==> src/rtl/isr_pkg.sv <==
package isr_pkg;
  typedef enum logic [1:0] {
    SEL_STATUS = 2'd0,
    SEL_MASK   = 2'd1,
    SEL_CTRL   = 2'd2,
    SEL_HOLD   = 2'd3
  } reg_sel_e;
endpackage

==> src/rtl/isr_status_bank.sv <==
module isr_status_bank #(
  parameter int          W         = 32,
  parameter logic [W-1:0] RSVD_MASK = '0
) (
  input  logic         clk,
  input  logic         rst_n,
  input  logic [W-1:0] evt_post,
  input  logic [W-1:0] clr_vec,
  input  logic         rd_clr,
  output logic [W-1:0] status_q,
  output logic [W-1:0] status_d,
  output logic [W-1:0] post_eff,
  output logic         err_o
);
  logic [W-1:0] clr_eff;
  logic         err_d;

  assign post_eff = evt_post & ~RSVD_MASK;
  assign clr_eff  = clr_vec & ~RSVD_MASK;
  // A set in the same cycle overrides any clear.
  assign status_d = (rd_clr ? '0 : (status_q & ~clr_eff)) | post_eff;
  assign err_d    = (|(evt_post & RSVD_MASK)) | (|(clr_vec & RSVD_MASK));

  always_ff @(posedge clk or negedge rst_n) begin
    if (!rst_n) begin
      status_q <= '0;
      err_o    <= 1'b0;
    end else begin
      status_q <= status_d;
      err_o    <= err_d;
    end
  end
endmodule

==> src/rtl/isr_holdoff_sched.sv <==
module isr_holdoff_sched #(
  parameter int HOLD_W = 16
) (
  input  logic              clk,
  input  logic              rst_n,
  input  logic              kill,
  input  logic              req_now,
  input  logic              req_delay,
  input  logic [HOLD_W-1:0] hold,
  output logic              irq_o,
  output logic              sched_q,
  output logic [HOLD_W-1:0] cnt_q
);
  logic              irq_d, sched_d;
  logic [HOLD_W-1:0] cnt_d;

  always_comb begin
    irq_d   = irq_o;
    sched_d = sched_q;
    cnt_d   = cnt_q;
    if (kill) begin
      irq_d   = 1'b0;
      sched_d = 1'b0;
      cnt_d   = '0;
    end else if (req_now || (req_delay && hold == '0)) begin
      irq_d   = 1'b1;
      sched_d = 1'b0;
      cnt_d   = '0;
    end else if (req_delay && (!sched_q || hold < cnt_q)) begin
      // only an earlier deadline may replace the armed one
      sched_d = 1'b1;
      cnt_d   = hold;
    end else if (sched_q) begin
      if (cnt_q == HOLD_W'(1)) begin
        irq_d   = 1'b1;
        sched_d = 1'b0;
        cnt_d   = '0;
      end else begin
        cnt_d = cnt_q - HOLD_W'(1);
      end
    end
  end

  always_ff @(posedge clk or negedge rst_n) begin
    if (!rst_n) begin
      irq_o   <= 1'b0;
      sched_q <= 1'b0;
      cnt_q   <= '0;
    end else begin
      irq_o   <= irq_d;
      sched_q <= sched_d;
      cnt_q   <= cnt_d;
    end
  end
endmodule

==> src/rtl/isr_coalescer.sv <==
module isr_coalescer #(
  parameter int           W           = 32,
  parameter int           HOLD_W      = 16,
  parameter logic [W-1:0] RSVD_MASK   = 32'hFF00_0000,
  parameter logic [W-1:0] URGENT_MASK = 32'h0000_0101,
  parameter logic [W-1:0] RST_MASK    = 32'h0000_002A,
  parameter int           RST_HOLD    = 8
) (
  input  logic         clk,
  input  logic         rst_n,
  input  logic [W-1:0] evt_post,
  input  logic         reg_wr,
  input  logic         reg_rd,
  input  logic [1:0]   reg_addr,
  input  logic [W-1:0] reg_wdata,
  output logic [W-1:0] reg_rdata,
  output logic         irq_o,
  output logic         err_o
);
  import isr_pkg::*;

  localparam int PAD_W = W - HOLD_W;

  reg_sel_e          sel;
  logic [W-1:0]      status_q, status_d, post_eff, clr_vec, mask_q, mask_d;
  logic              ien_q, ien_d, hold_wr;
  logic [HOLD_W-1:0] hold_q, cnt_q;
  logic              sched_q, rd_clr, mask_chg, en_rise, masked_nz;
  logic              kill, req_now, req_delay;

  assign sel     = reg_sel_e'(reg_addr);
  assign rd_clr  = reg_rd && sel == SEL_STATUS;
  assign clr_vec = (reg_wr && sel == SEL_STATUS) ? reg_wdata : '0;
  assign hold_wr = reg_wr && sel == SEL_HOLD;

  assign mask_d   = (reg_wr && sel == SEL_MASK) ? reg_wdata : mask_q;
  assign mask_chg = reg_wr && sel == SEL_MASK && reg_wdata != mask_q;
  assign ien_d    = (reg_wr && sel == SEL_CTRL) ? reg_wdata[0] : ien_q;
  assign en_rise  = ien_d && !ien_q;

  isr_status_bank #(.W(W), .RSVD_MASK(RSVD_MASK)) u_bank (
    .clk      (clk),
    .rst_n    (rst_n),
    .evt_post (evt_post),
    .clr_vec  (clr_vec),
    .rd_clr   (rd_clr),
    .status_q (status_q),
    .status_d (status_d),
    .post_eff (post_eff),
    .err_o    (err_o)
  );

  assign masked_nz = |(status_d & mask_d);
  assign kill      = !ien_d || !masked_nz;
  assign req_delay = |post_eff;
  assign req_now   = mask_chg || en_rise ||
                     (req_delay && |(status_d & mask_d & URGENT_MASK));

  isr_holdoff_sched #(.HOLD_W(HOLD_W)) u_sched (
    .clk       (clk),
    .rst_n     (rst_n),
    .kill      (kill),
    .req_now   (req_now),
    .req_delay (req_delay),
    .hold      (hold_q),
    .irq_o     (irq_o),
    .sched_q   (sched_q),
    .cnt_q     (cnt_q)
  );

  always_ff @(posedge clk or negedge rst_n) begin
    if (!rst_n) begin
      mask_q <= RST_MASK;
      ien_q  <= 1'b0;
      hold_q <= HOLD_W'(RST_HOLD);
    end else begin
      mask_q <= mask_d;
      ien_q  <= ien_d;
      if (hold_wr) hold_q <= reg_wdata[HOLD_W-1:0];
    end
  end

  always_comb begin
    unique case (sel)
      SEL_STATUS: reg_rdata = status_q;
      SEL_MASK:   reg_rdata = mask_q;
      SEL_CTRL:   reg_rdata = {{(W-1){1'b0}}, ien_q};
      default:    reg_rdata = {{PAD_W{1'b0}}, hold_q};
    endcase
  end
endmodule

==> config.mk <==
export PLATFORM = sky130hd
export DESIGN_NAME = isr_coalescer
export DESIGN_NICKNAME = d
export VERILOG_FILES = /design/src/rtl/isr_pkg.sv /design/src/rtl/isr_status_bank.sv /design/src/rtl/isr_holdoff_sched.sv /design/src/rtl/isr_coalescer.sv
export SDC_FILE = /design/constraint.sdc
export NUM_CORES = 1
export LEC_CHECK = 0
export BUFFER_PORTS_ARGS = -buffer_cell sky130_fd_sc_hd__buf_4
export CAP_MARGIN = 5
export CORE_ASPECT_RATIO = 1.2
export CORE_MARGIN = 2
export CORE_UTILIZATION = 38
export DETAILED_ROUTE_END_ITERATION = 10
export PLACE_DENSITY = 0.64
export SYNTH_ARGS = -nofsm -noshare
export SYNTH_HDL_FRONTEND = slang
export SYNTH_HIERARCHICAL = 1
export SYNTH_SLANG_ARGS = --single-unit
==> constraint.sdc <==
create_clock -name clk -period 3.1 [get_ports clk]
set_input_delay 0.62 -clock clk [delete_from_list [all_inputs] [get_ports clk]]
set_output_delay 0.62 -clock clk [all_outputs]
set_load 0.01 [all_outputs]
# After elaboration in Yosys (flattened, before gate mapping)
# Index checks and enable logic that the tools add are counted.
# W data, S select, Z words.
# classes
add_sub_neg,1
n_bitwise,5
reduce_logical,30
magnitude_cmp,1
mux,20
eq_ne,6
# op_table
op,count
$mux W32,3
$pmux W32 S3,1
$mux W16,5
$and A32 B32 Y32,2
$ne A32 B32 Y1,1
$not A24 Y32,1
$or A32 B24 Y32,1
$reduce_or A32 Y1,1
$reduce_or A24 Y1,1
$eq A16 B1 Y1 const B,1
$logic_not A16 Y1,1
$lt A16 B16 Y1,1
$reduce_or A8 Y1,2
$sub A16 B1 Y16 const B,1
$mux W1,11
$logic_and A1 B1 Y1,10
$reduce_bool A3 Y1,2
$logic_or A1 B1 Y1,5
$eq A2 B2 Y1 const B,2
$logic_not A1 Y1,4
$reduce_bool A4 Y1,1
$ne A3 B2 Y1 const B,1
$reduce_and A3 Y1,1
$eq A2 B1 Y1 const B,1
other kinds (3),3
# totals
output_inout_bits,34
input_bits,70
regBits,100
wordCells,71

# Longest topological paths before layout
# Gate-level depths: netlist (run 1).
# logic_depth
word_depth,14
mapped_depth,15

# Hierarchy
# Netlist (run 1), hierarchy kept.
# modules_own_cells
module,area_each_um2,cells_each,instances
isr_coalescer,3273.1,312,1
isr_holdoff_sched,1544.0,184,1
isr_status_bank,1455.1,130,1

# Least setup slack after synthesis (run 1)
# OpenSTA, ideal clock, no wires.
# synth_path
kind,input port to flip-flop
start,in reg_addr[0]
end,reg u_sched.cnt_q[2]
cell_stages,15
setup_ns,0.087
t_arrival_ns,3.755
slack_ns,-0.742
path_buffers,5
path_cell_list,clkbuf_1 buf_1 nor3b_1 buf_6 nor2_1 a21o_1 a22oi_1 nand2b_1 o311ai_0 or3_1 clkbuf_2 nor3_1 clkbuf_1 a21oi_1 o211ai_1
# synth_rtl
item,line_no,text
start: declaration,isr_coalescer.sv:14,"input logic [1:0] reg_addr,"
$logic_not A2 Y1 *,isr_coalescer.sv:32,assign rd_clr = reg_rd && sel == SEL_STATUS;
$logic_and A1 B1 Y1 *,isr_coalescer.sv:32,
via rd_clr,isr_coalescer.sv:28,"logic sched_q, rd_clr, mask_chg, en_rise, masked_nz;"
$mux W32 *,isr_status_bank.sv:21,assign status_d = (rd_clr ? '0 : (status_q & ~clr_eff)) | post_eff;
$or A32 B24 Y32 *,isr_status_bank.sv:21,
via status_d[8],isr_coalescer.sv:25,"logic [W-1:0] status_q, status_d, post_eff, clr_vec, mask_q, mask_d;"
$and A32 B32 Y32 *,isr_coalescer.sv:57,(req_delay && |(status_d & mask_d & URGENT_MASK));
$reduce_or A2 Y1 *,isr_coalescer.sv:57,
$logic_and A1 B1 Y1 *,isr_coalescer.sv:57,
$logic_or A1 B1 Y1 *,isr_coalescer.sv:56,assign req_now = mask_chg || en_rise ||
via req_now,isr_coalescer.sv:29,"logic kill, req_now, req_delay;"
$logic_or A1 B1 Y1 *,isr_holdoff_sched.sv:25,end else if (req_now || (req_delay && hold == '0)) begin
$mux W16,isr_holdoff_sched.sv:25,
$mux W16,isr_holdoff_sched.sv:21,if (kill) begin
end signal: assignment,isr_holdoff_sched.sv:52,cnt_q <= cnt_d;
end: declaration,isr_holdoff_sched.sv:12,output logic [HOLD_W-1:0] cnt_q
# The timed path passes the listed nets; every way through them passes the cells marked *.
# A chain may end at the register's enable or synchronous reset.

# Final worst setup path (run 1)
# layout_path
start,in reg_addr[0]
end,reg u_sched.cnt_q[13]
# layout_rtl
item,line_no,text
$logic_not A2 Y1 *,isr_coalescer.sv:32,
$logic_and A1 B1 Y1 *,isr_coalescer.sv:32,
via rd_clr,isr_coalescer.sv:28,
$mux W32 *,isr_status_bank.sv:21,
$or A32 B24 Y32 *,isr_status_bank.sv:21,
via status_d[5],isr_coalescer.sv:25,
$and A32 B32 Y32 *,isr_coalescer.sv:57,
$reduce_or A32 Y1 *,isr_coalescer.sv:53,assign masked_nz = |(status_d & mask_d);
$logic_not A1 Y1 *,isr_coalescer.sv:54,assign kill = !ien_d || !masked_nz;
$logic_or A1 B1 Y1 *,isr_coalescer.sv:54,
via kill,isr_coalescer.sv:29,
$reduce_bool A4 Y1 (no source line) or $mux W16 (tied branches),--,
# Marked as above.

==> flow_metrics.tcl, run 1 <==
set metrics [dict create \
    status "complete, but fails checks" \
    violations "negative setup slack" \
    cts_sinks 100 \
    drive_gt1_frac 0.398 \
    dpl.cell_count 989 \
    swShare 0.345 \
    max_freq_mhz 320 \
    rows 51 \
    power_frac_seq 0.380 \
    slew_viol_final 0 \
    skew_ns 0.0124 \
    crit_fanout 4 \
    clk_path_buf_depth 2 \
    cts_made_buffers 9 \
    syn_area_um2 6270 \
    critPathCaptureType "flip-flop" \
    die_w_um 121 \
    syn_area_per_cell_um2 10.0 \
    path_clk_slew_ns 0.07 \
    crit_arrival_ns 3.34 \
    tns_ns -0.0423 \
    clk_latency_ns 0.36 \
    grt_pass1_vias 5729 \
    intPower_mw 2.81 \
    antenna_found_initial 0 \
    powerDensity_nw_per_um2 510 \
    place.gp.congestion 0.902 \
    cts_tree "built" \
    antenna_cells 0 \
    h-tree-depth 3 \
    p_leak_nw 3.80 \
    port-buffer-count 103 \
    gr-usage-met3 0.0439 \
    worstPathRequired_ns 3.31 \
    track_usage 0.241 \
    path_class "in2reg" \
    period_share 1.01 \
    stdcell_count 1019 \
    drt_iter0_drc 494 \
    worst_ir_drop_vdd_v 0.000278 \
    dieArea_um2 17600 \
    ys_types 58 \
    rsz0062_at_grt "yes" \
    busiest_layer "met2" \
    hp-class "in2async" \
    grt_pass1_wl_um 31900 \
    max_slew_margin 0.484 \
    pwr-share-clk 0.257 \
    async_flop_share 1.00 \
    combPwrFrac 0.363 \
    p_sw_mw 1.48 \
    synth-xor-area-share 0.0475 \
    core-area_um2 16200 \
    firstDrtPassIters 5 \
    place_ws_ns -0.803 \
    synth_edf_count 0 \
    synth-seq-cells 100 \
    grt-ovfl-total 0 \
    areaGrowthSynthToFinish_pct 34.1 \
    cts-hold-fix-buffers 0 \
    wl_per_cell_um 20.6 \
    vias_per_cell 5.52 \
    seq_area_frac_synth 0.400 \
    die_height_um 145 \
    yosysWarnings 6 \
    synth-simple-area-share 0.174 \
    final_nets 889 \
    io_pins 104 \
    tightest_slew_ns 0.773 \
    drt_wl_total_um 21000 \
    synthMuxAreaShare 0.142 \
    hold_violations 0 \
    met1_usage 0.293 \
    synth_top_family_by_area "simple AND/OR/NAND/NOR gates" \
    synth-compound-area-share 0.125 \
    maxCapViolCount 0 \
    final.min_clock_period_ns 3.13 \
    synth_flop_cell "dfrtp_1" \
    fin_ws_ns -0.0275 \
    cp-start-kind "input port" \
    antenna_left 0 \
    r2r_cells 10 \
    num_vias 5620 \
    root_buffer "clkbuf_16" \
    initial_core_util 0.387 \
    synth_cells 626 \
    dp_hpwl_um 15900 \
    synthAdderAreaFrac 0.0339 \
    grt_max_degree 55 \
    fin_util 0.519 \
    finalSetupViolCount 2 \
    drc 0 \
    grt_util_met2 0.423 \
]
worst max-delay path, stage by stage:
cell      delay (ns)
buf_8           0.10
buf_6           0.11
nor3b_4         0.31
buf_6           0.17
buf_6           0.10
buf_4           0.10
nor2_1          0.04
a21o_1          0.20
a22oi_2         0.16
nand4_1         0.18
o41ai_4         0.48
or4b_4          0.25
buf_6           0.10
nor4b_1         0.04
o21ai_1         0.23
o311ai_4        0.14
routing by layer:
layer,routed length (um),share of wire
met1,8540,0.41
met2,10700,0.51
met3,1040,0.050
met4,728,0.035
met5,0,0
worst paths after layout:
| check | slack [ns] | startpoint | end |
|---|---|---|---|
| min reg2reg | 0.52 | u_bank/status_q[14] | u_bank/status_q[14] |
| max in group asynchronous | 1.92 | rst_n | mask_q[5] |
| min in group clk | 0.50 | evt_post[31] | u_bank/err_o |
| min | 0.32 | rst_n | u_bank/status_q[1] |
| max | -0.03 | reg_addr[0] | u_sched/cnt_q[13] |
| max reg2reg | 0.04 | u_sched/cnt_q[13] | u_sched/cnt_q[1] |
cells by family (layout without fill, tap and decap cells):
kind of cell               count (synthesis)  count (layout)
DFF                                      100             100
xor gates and xnor gates                  34              34
and+or+nand+nor                          200             202
other                                      1               8
AOI/OAI and AO/OA                        115             116
adders and majority gates                 17              17
muxes                                     79              79
buffers and inverters                     80             251
repair_timing:
item,4_1_cts,5_1_grt
cloned,1,2
gates resized for setup,28,24
buffers inserted,7,7
pin swaps,10,22
setup endpoints to repair,12,12
cell usage after synthesis (all sizes together) (4+ instances only):
| cell type | number | share of area |
|---|---|---|
| dfrtp | 96 | 0.38 |
| nor2 | 53 | 0.032 |
| mux2 | 47 | 0.089 |
| buf | 45 | 0.057 |
| and2 | 33 | 0.033 |
| xor2 | 32 | 0.045 |
| mux2i | 31 | 0.049 |
| o21ai | 31 | 0.025 |
| nor4 | 28 | 0.030 |
| a21o | 26 | 0.031 |
| nand2 | 26 | 0.016 |
| a22oi | 23 | 0.028 |
| inv | 22 | 0.013 |
| ha | 17 | 0.034 |
| a21oi | 15 | 0.012 |
| nand4 | 14 | 0.014 |
| clkbuf | 13 | 0.0080 |
| nand3 | 12 | 0.0096 |
| nor2b | 9 | 0.0090 |
| nor3 | 6 | 0.0074 |
| a211oi | 5 | 0.0060 |
| or3 | 5 | 0.0058 |
| a221oi | 4 | 0.0066 |
| dfstp | 4 | 0.017 |
registers in the layout, summed over array words and instances (netlist names):
signal / count
mask_q: 32
u_bank/status_q: 32
hold_q: 16
u_sched/cnt_q: 16
ien_q: 1
u_bank/err_o: 1
u_sched/irq_o: 1
u_sched/sched_q: 1
placed cells by master (no fill, tap or decap), types with 14 or more instances in the layout:
cell     count
buf_4      199
mux2i_1     31
inv_1       22
xor2_1      32
a21o_1      26
ha_1        17
nor4_1      23
dfrtp_1     96
and2_1      33
nand4_1     14
a21oi_1     15
nand2_1     26
o21ai_0     20
nor2_1      50
mux2_2      39
final cells by class:
class | count | area, um^2
clock buffers | 14 | 264
clock inverters | 2 | 16.3
fillers | 1485 | 7800
inverters | 22 | 82.6
multi-input cells | 456 | 3570
flip-flops and latches | 100 | 2510
well taps | 212 | 265
repair buffers | 213 | 1710
power groups by stage:
stage / sequential [mW] / clock, mW / combinational, mW
CTS: 1.63 / 1.12 / 1.48
floorplan: 1.62 / 0 / 0.809
finish: 1.63 / 1.10 / 1.56
detailed placement: 1.65 / 0 / 1.41
global route: 1.65 / 1.17 / 1.67
global placement: 1.64 / 0 / 1.39
metrics by stage:
step	power (mW)	hold WS, ns	instance area, um^2
after floorplan	2.43	0.324	6400
after global placement	3.03	0.482	7760
after detailed placement	3.06	0.497	7760
after CTS	4.24	0.355	8250
after global routing	4.49	0.374	8410
final	4.29	0.319	8410
Power figures use the tool's default switching activity.
==> run 2, diff against run 1 <==
--- a/config.mk
+++ b/config.mk
@@ -12,6 +12,7 @@
 export CORE_UTILIZATION = 38
 export DETAILED_ROUTE_END_ITERATION = 10
 export PLACE_DENSITY = 0.64
+export RECOVER_POWER = 25
 export SYNTH_ARGS = -nofsm -noshare
 export SYNTH_HDL_FRONTEND = slang
 export SYNTH_HIERARCHICAL = 1
==> flow_metrics.tcl, run 2 (synthesis gave the netlist of run 1 again) <==
set metrics [dict create \
    antenna_cells 0 \
    io_pins 104 \
    p_leak_nw 3.80 \
    drt_iter0_drc 494 \
    seq_area_um2 2510 \
    tns_ns -0.0333 \
    intPower_mw 2.81 \
    final_nets 889 \
    worstPathRequired_ns 3.31 \
    rows 51 \
    core-area_um2 16200 \
    startpoint "reg_addr[0]" \
    critPathMaxStageDelay_ns 0.48 \
    dp_hpwl_um 15900 \
    critPathSlowestCell "o41ai_4" \
    die_height_um 145 \
    crit_end "u_sched/cnt_q[13]" \
    rr_startpoint "u_sched/cnt_q[13]" \
    hold_slack_ns 0.495 \
    num_vias 5641 \
    clk_latency_ns 0.36 \
    cts_tree "built" \
    die_w_um 121 \
    grt_pass1_wl_um 31900 \
    drt_wl_total_um 21000 \
    crit_top_cell "buf_6" \
    slew_viol_final 0 \
    power_frac_seq 0.380 \
    p_sw_mw 1.48 \
    vias_per_cell 5.54 \
    finalSetupViolCount 2 \
    port-buffer-count 103 \
    drive_gt1_frac 0.398 \
    hold_violations 0 \
    hp-class "in2reg" \
    layout_common_cells "buf_4, dfrtp_1, nor2_1" \
    antenna_left 0 \
    r2r-end "u_sched/cnt_q[1]" \
    max_freq_mhz 320 \
    dieArea_um2 17600 \
    largestRegisters "mask_q: 32 flops, u_bank/status_q: 32 flops" \
    tightest_slew_ns 1.50 \
    track_usage 0.241 \
    wl_per_cell_um 20.6 \
    place.gp.congestion 0.902 \
    mostFrequentLayoutCell "buf_4" \
    grt_pass1_vias 5729 \
    critical-path-top-delay-family "compound AO/OA/AOI/OAI gates" \
    firstDrtPassIters 8 \
    clk_path_buf_depth 2 \
    path_buf_inv 6 \
    r2r_cells 10 \
    status "complete, but fails checks" \
    cts_sinks 100 \
    antenna_found_initial 0 \
    violations "negative setup slack" \
    cp.depth 16 \
    ff2ff_setup_slack_ns 0.04 \
    root_buffer "clkbuf_16" \
    cp_cell_sequence "buf_8 > buf_6 > nor3b_4 > buf_6 > buf_6 > buf_4 > nor2_1 > a21o_1 > a22oi_2 > nand4_1 > o41ai_4 > or4b_4 > buf_6 > nor4b_1 > o21ai_1 > o311ai_4" \
    multi_input_area_um2 3570 \
    crit_arrival_ns 3.34 \
    fin_ws_ns -0.0228 \
    crit_fanout 4 \
    cts_made_buffers 9 \
    initial_core_util 0.387 \
    h-tree-depth 3 \
    worst_ir_drop_vdd_v 0.000278 \
    min_path_cells 3 \
    cp-start-kind "input port" \
    maxCapViolCount 0 \
    grt_max_degree 55 \
    max_slew_margin 0.000754 \
    drc 0 \
    path_class "in2reg" \
    pwr-share-clk 0.257 \
    period_share 1.01 \
    grt-ovfl-total 0 \
    rsz0062_at_grt "yes" \
    skew_ns 0.0124 \
    fill_cells 1486 \
    powerDensity_nw_per_um2 510 \
    place_ws_ns -0.803 \
    final.min_clock_period_ns 3.12 \
    areaGrowthSynthToFinish_pct 34.1 \
    path_clk_slew_ns 0.07 \
    critPathCaptureType "flip-flop" \
    combPwrFrac 0.363 \
    swShare 0.345 \
]
[run 2: how the worst min path moves through the flow]
stage,startpoint,to,slack (ns)
after detailed placement,u_bank/status_q[18],u_bank/status_q[18],0.50
after global routing,evt_post[7],u_bank/status_q[7],0.49
after CTS,rst_n,mask_q[22],0.35
after global placement,u_bank/status_q[13],u_bank/status_q[13],0.48
after floorplan,rst_n,hold_q[0],0.32
final,evt_post[31],u_bank/err_o,0.50
[run 2: per-stage QoR]
step | power, mW | std cells | util | cell area (um^2)
floorplan | 2.43 | 633 | - | 6400
finish | 4.29 | 1019 | 0.519 | 8410
CTS | 4.24 | 1013 | 0.509 | 8250
global placement | 3.03 | 989 | 0.479 | 7760
global route | 4.49 | 1019 | 0.519 | 8410
detailed placement | 3.06 | 989 | 0.479 | 7760
[run 2: what timing repair did]
item                       in CTS  in global routing
buffers inserted                7                  7
pin swaps                      10                 22
hold buffers                    0                  0
cloned                          1                  2
setup endpoints to repair      12                 12
gates resized for setup        28                 24
[run 2: routing by layer]
metal	global-route usage	wire length, um	up-vias
met5	0	0	-
met4	0.0932	728	0
met3	0.0439	1060	60
met2	0.423	10700	205
met1	0.293	8520	2804
li1	-	-	2572
[run 2: power groups by stage]
stage | clock network (mW) | registers [mW] | logic (mW)
finish | 1.10 | 1.63 | 1.56
global route | 1.17 | 1.65 | 1.67
CTS | 1.12 | 1.63 | 1.48
detailed placement | 0 | 1.65 | 1.41
global placement | 0 | 1.64 | 1.39
floorplan | 0 | 1.62 | 0.809
[run 2: layout make-up]
cell class,instances,area share
well taps,212,0.0315
multi-input cells,456,0.424
clock inverters,2,0.00193
repair buffers,213,0.203
clock buffers,14,0.0314
inverters,22,0.00982
flip-flops and latches,100,0.298
[run 2: worst min-delay path: stages]
cell and delay (ns):
buf_4 0.08, nor4_1 0.03, nand4_1 0.08
==> run 3, diff against run 2 <==
--- a/config.mk
+++ b/config.mk
@@ -6,13 +6,14 @@
 export NUM_CORES = 1
 export LEC_CHECK = 0
 export BUFFER_PORTS_ARGS = -buffer_cell sky130_fd_sc_hd__buf_4
-export CAP_MARGIN = 5
 export CORE_ASPECT_RATIO = 1.2
 export CORE_MARGIN = 2
 export CORE_UTILIZATION = 38
 export DETAILED_ROUTE_END_ITERATION = 10
 export PLACE_DENSITY = 0.64
 export RECOVER_POWER = 25
+export REMOVE_ABC_BUFFERS = 1
+export SETUP_SLACK_MARGIN = 0.4
 export SYNTH_ARGS = -nofsm -noshare
 export SYNTH_HDL_FRONTEND = slang
 export SYNTH_HIERARCHICAL = 1
==> flow_metrics.tcl, run 3 (synthesis gave the netlist of run 1 again) <==
set metrics [dict create \
    status "complete, but fails checks" \
    violations "max-capacitance violations, max-slew violations" \
    h-tree-depth 3 \
    drt_wl_total_um 20600 \
    io_pins 104 \
    p_total_mw 4.35 \
    root_buffer "clkbuf_16" \
    dieArea_um2 17600 \
    die_w_um 121 \
    finalSetupViolCount 0 \
    rows 51 \
    fin_ws_ns 0.00188 \
    r2r-end "u_sched/cnt_q[13]" \
    grt-ovfl-total 0 \
    hold_slack_ns 0.471 \
    dp_hpwl_um 15500 \
    cts_made_buffers 9 \
    grt_max_degree 55 \
    port-buffer-count 103 \
    initial_core_util 0.387 \
    final_nets 892 \
    areaGrowthSynthToFinish_pct 37.0 \
    track_usage 0.236 \
    max_slew_margin -0.00156 \
    firstDrtPassIters 5 \
    min_to "u_bank/status_q[17]" \
    num_vias 5571 \
    grt_pass1_wl_um 31000 \
    vias_per_cell 5.45 \
    grt_pass1_vias 5669 \
    place_ws_ns -0.622 \
    path_clk_slew_ns 0.07 \
    cts_tree "built" \
    drc 0 \
    powerDensity_nw_per_um2 506 \
    min_path_cells 2 \
    multi_input_area_um2 3590 \
    layout_common_cells "buf_4, dfrtp_1, nor2_1" \
    p_leak_nw 3.88 \
    core-area_um2 16200 \
    path_class "in2reg" \
    dpl.cell_count 989 \
    worstPathRequired_ns 3.34 \
    die_height_um 145 \
    crit_arrival_ns 3.34 \
    tns_ns 0 \
    place.gp.congestion 0.940 \
    ff2ff_setup_slack_ns 0.13 \
    largestRegisters "mask_q: 32 flops, u_bank/status_q: 32 flops" \
    fill_cells 1468 \
    maxCapViolCount 1 \
    stdcell_count 1022 \
    mostFrequentLayoutCell "buf_4" \
    final.min_clock_period_ns 3.10 \
    skew_ns 0.0105 \
    antenna_found_initial 0 \
    hp-class "in2reg" \
    critPathCaptureType "flip-flop" \
    r2r_cells 10 \
    clk_path_buf_depth 2 \
    antenna_left 0 \
    worst_ir_drop_vdd_v 0.000314 \
    rr_startpoint "mask_q[9]" \
    antenna_cells 0 \
    min-delay-start "evt_post[17]" \
    hold_violations 0 \
    clk_latency_ns 0.37 \
    period_share 0.999 \
    crit_fanout 11 \
    cp-start-kind "input port" \
    rsz0062_at_grt "yes" \
    fin_area_um2 8590 \
    wl_per_cell_um 20.2 \
    cts_sinks 100 \
    fin_util 0.530 \
    drive_gt1_frac 0.419 \
    drt_iter0_drc 390 \
    max_freq_mhz 323 \
    tightest_slew_ns 1.50 \
    seq_area_um2 2510 \
    cts-hold-fix-buffers 0 \
    slew_viol_final 52 \
    dpl-instance-area_um2 7800 \
]
run 3: report_power, final:
part | switching (mW) | internal [mW] | total (mW)
registers | 0.164 | 1.48 | 1.64
clock network | 0.560 | 0.631 | 1.19
logic | 0.789 | 0.725 | 1.51
total | 1.51 | 2.83 | 4.35
run 3: worst max path at each step:
stage,startpoint,endpoint,cells after the start
6_report,reg_addr[1],u_sched/cnt_q[5],13
5_1_grt,reg_addr[1],u_sched/cnt_q[5],15
4_1_cts,reg_wr,u_sched/cnt_q[13],12
3_5_place_dp,reg_addr[1],u_sched/cnt_q[8],14
3_3_place_gp,reg_addr[1],u_sched/cnt_q[3],14
2_1_floorplan,reg_addr[1],u_sched/cnt_q[2],10
run 3: what timing repair did:
action / 4_1_cts / 5_1_grt
setup buffers: 6 / 7
resized for setup: 39 / 34
pin swaps: 17 / 24
setup endpoints to repair: 18 / 18
cloned: 4 / 0
run 3: routing by layer:
metal	global-route usage	up-vias	share of wire	wire length [um]
met3	0.0337	56	0.047	971
met5	0	-	0	0
met4	0.118	0	0.046	950
met2	0.410	193	0.51	10500
met1	0.285	2743	0.40	8140
li1	-	2579	-	-
run 3: cell type report:
cell class / instances / area share
clock buffer: 9 / 0.0262
clock inverter: 7 / 0.00873
inverter: 22 / 0.00961
multi-input combinational: 454 / 0.418
sequential: 100 / 0.292
tap: 212 / 0.0309
timing repair buffer: 218 / 0.215
run 3: worst max-delay path: stages:
cell and delay (ns):
buf_12 0.11, and3b_2 0.26, buf_4 0.12, buf_6 0.16, mux2_4 0.32, a22oi_1 0.27
nand4_1 0.19, o41ai_4 0.45, buf_4 0.18, or3_4 0.15, o21ba_4 0.19, a32oi_1 0.20
o21ai_1 0.10
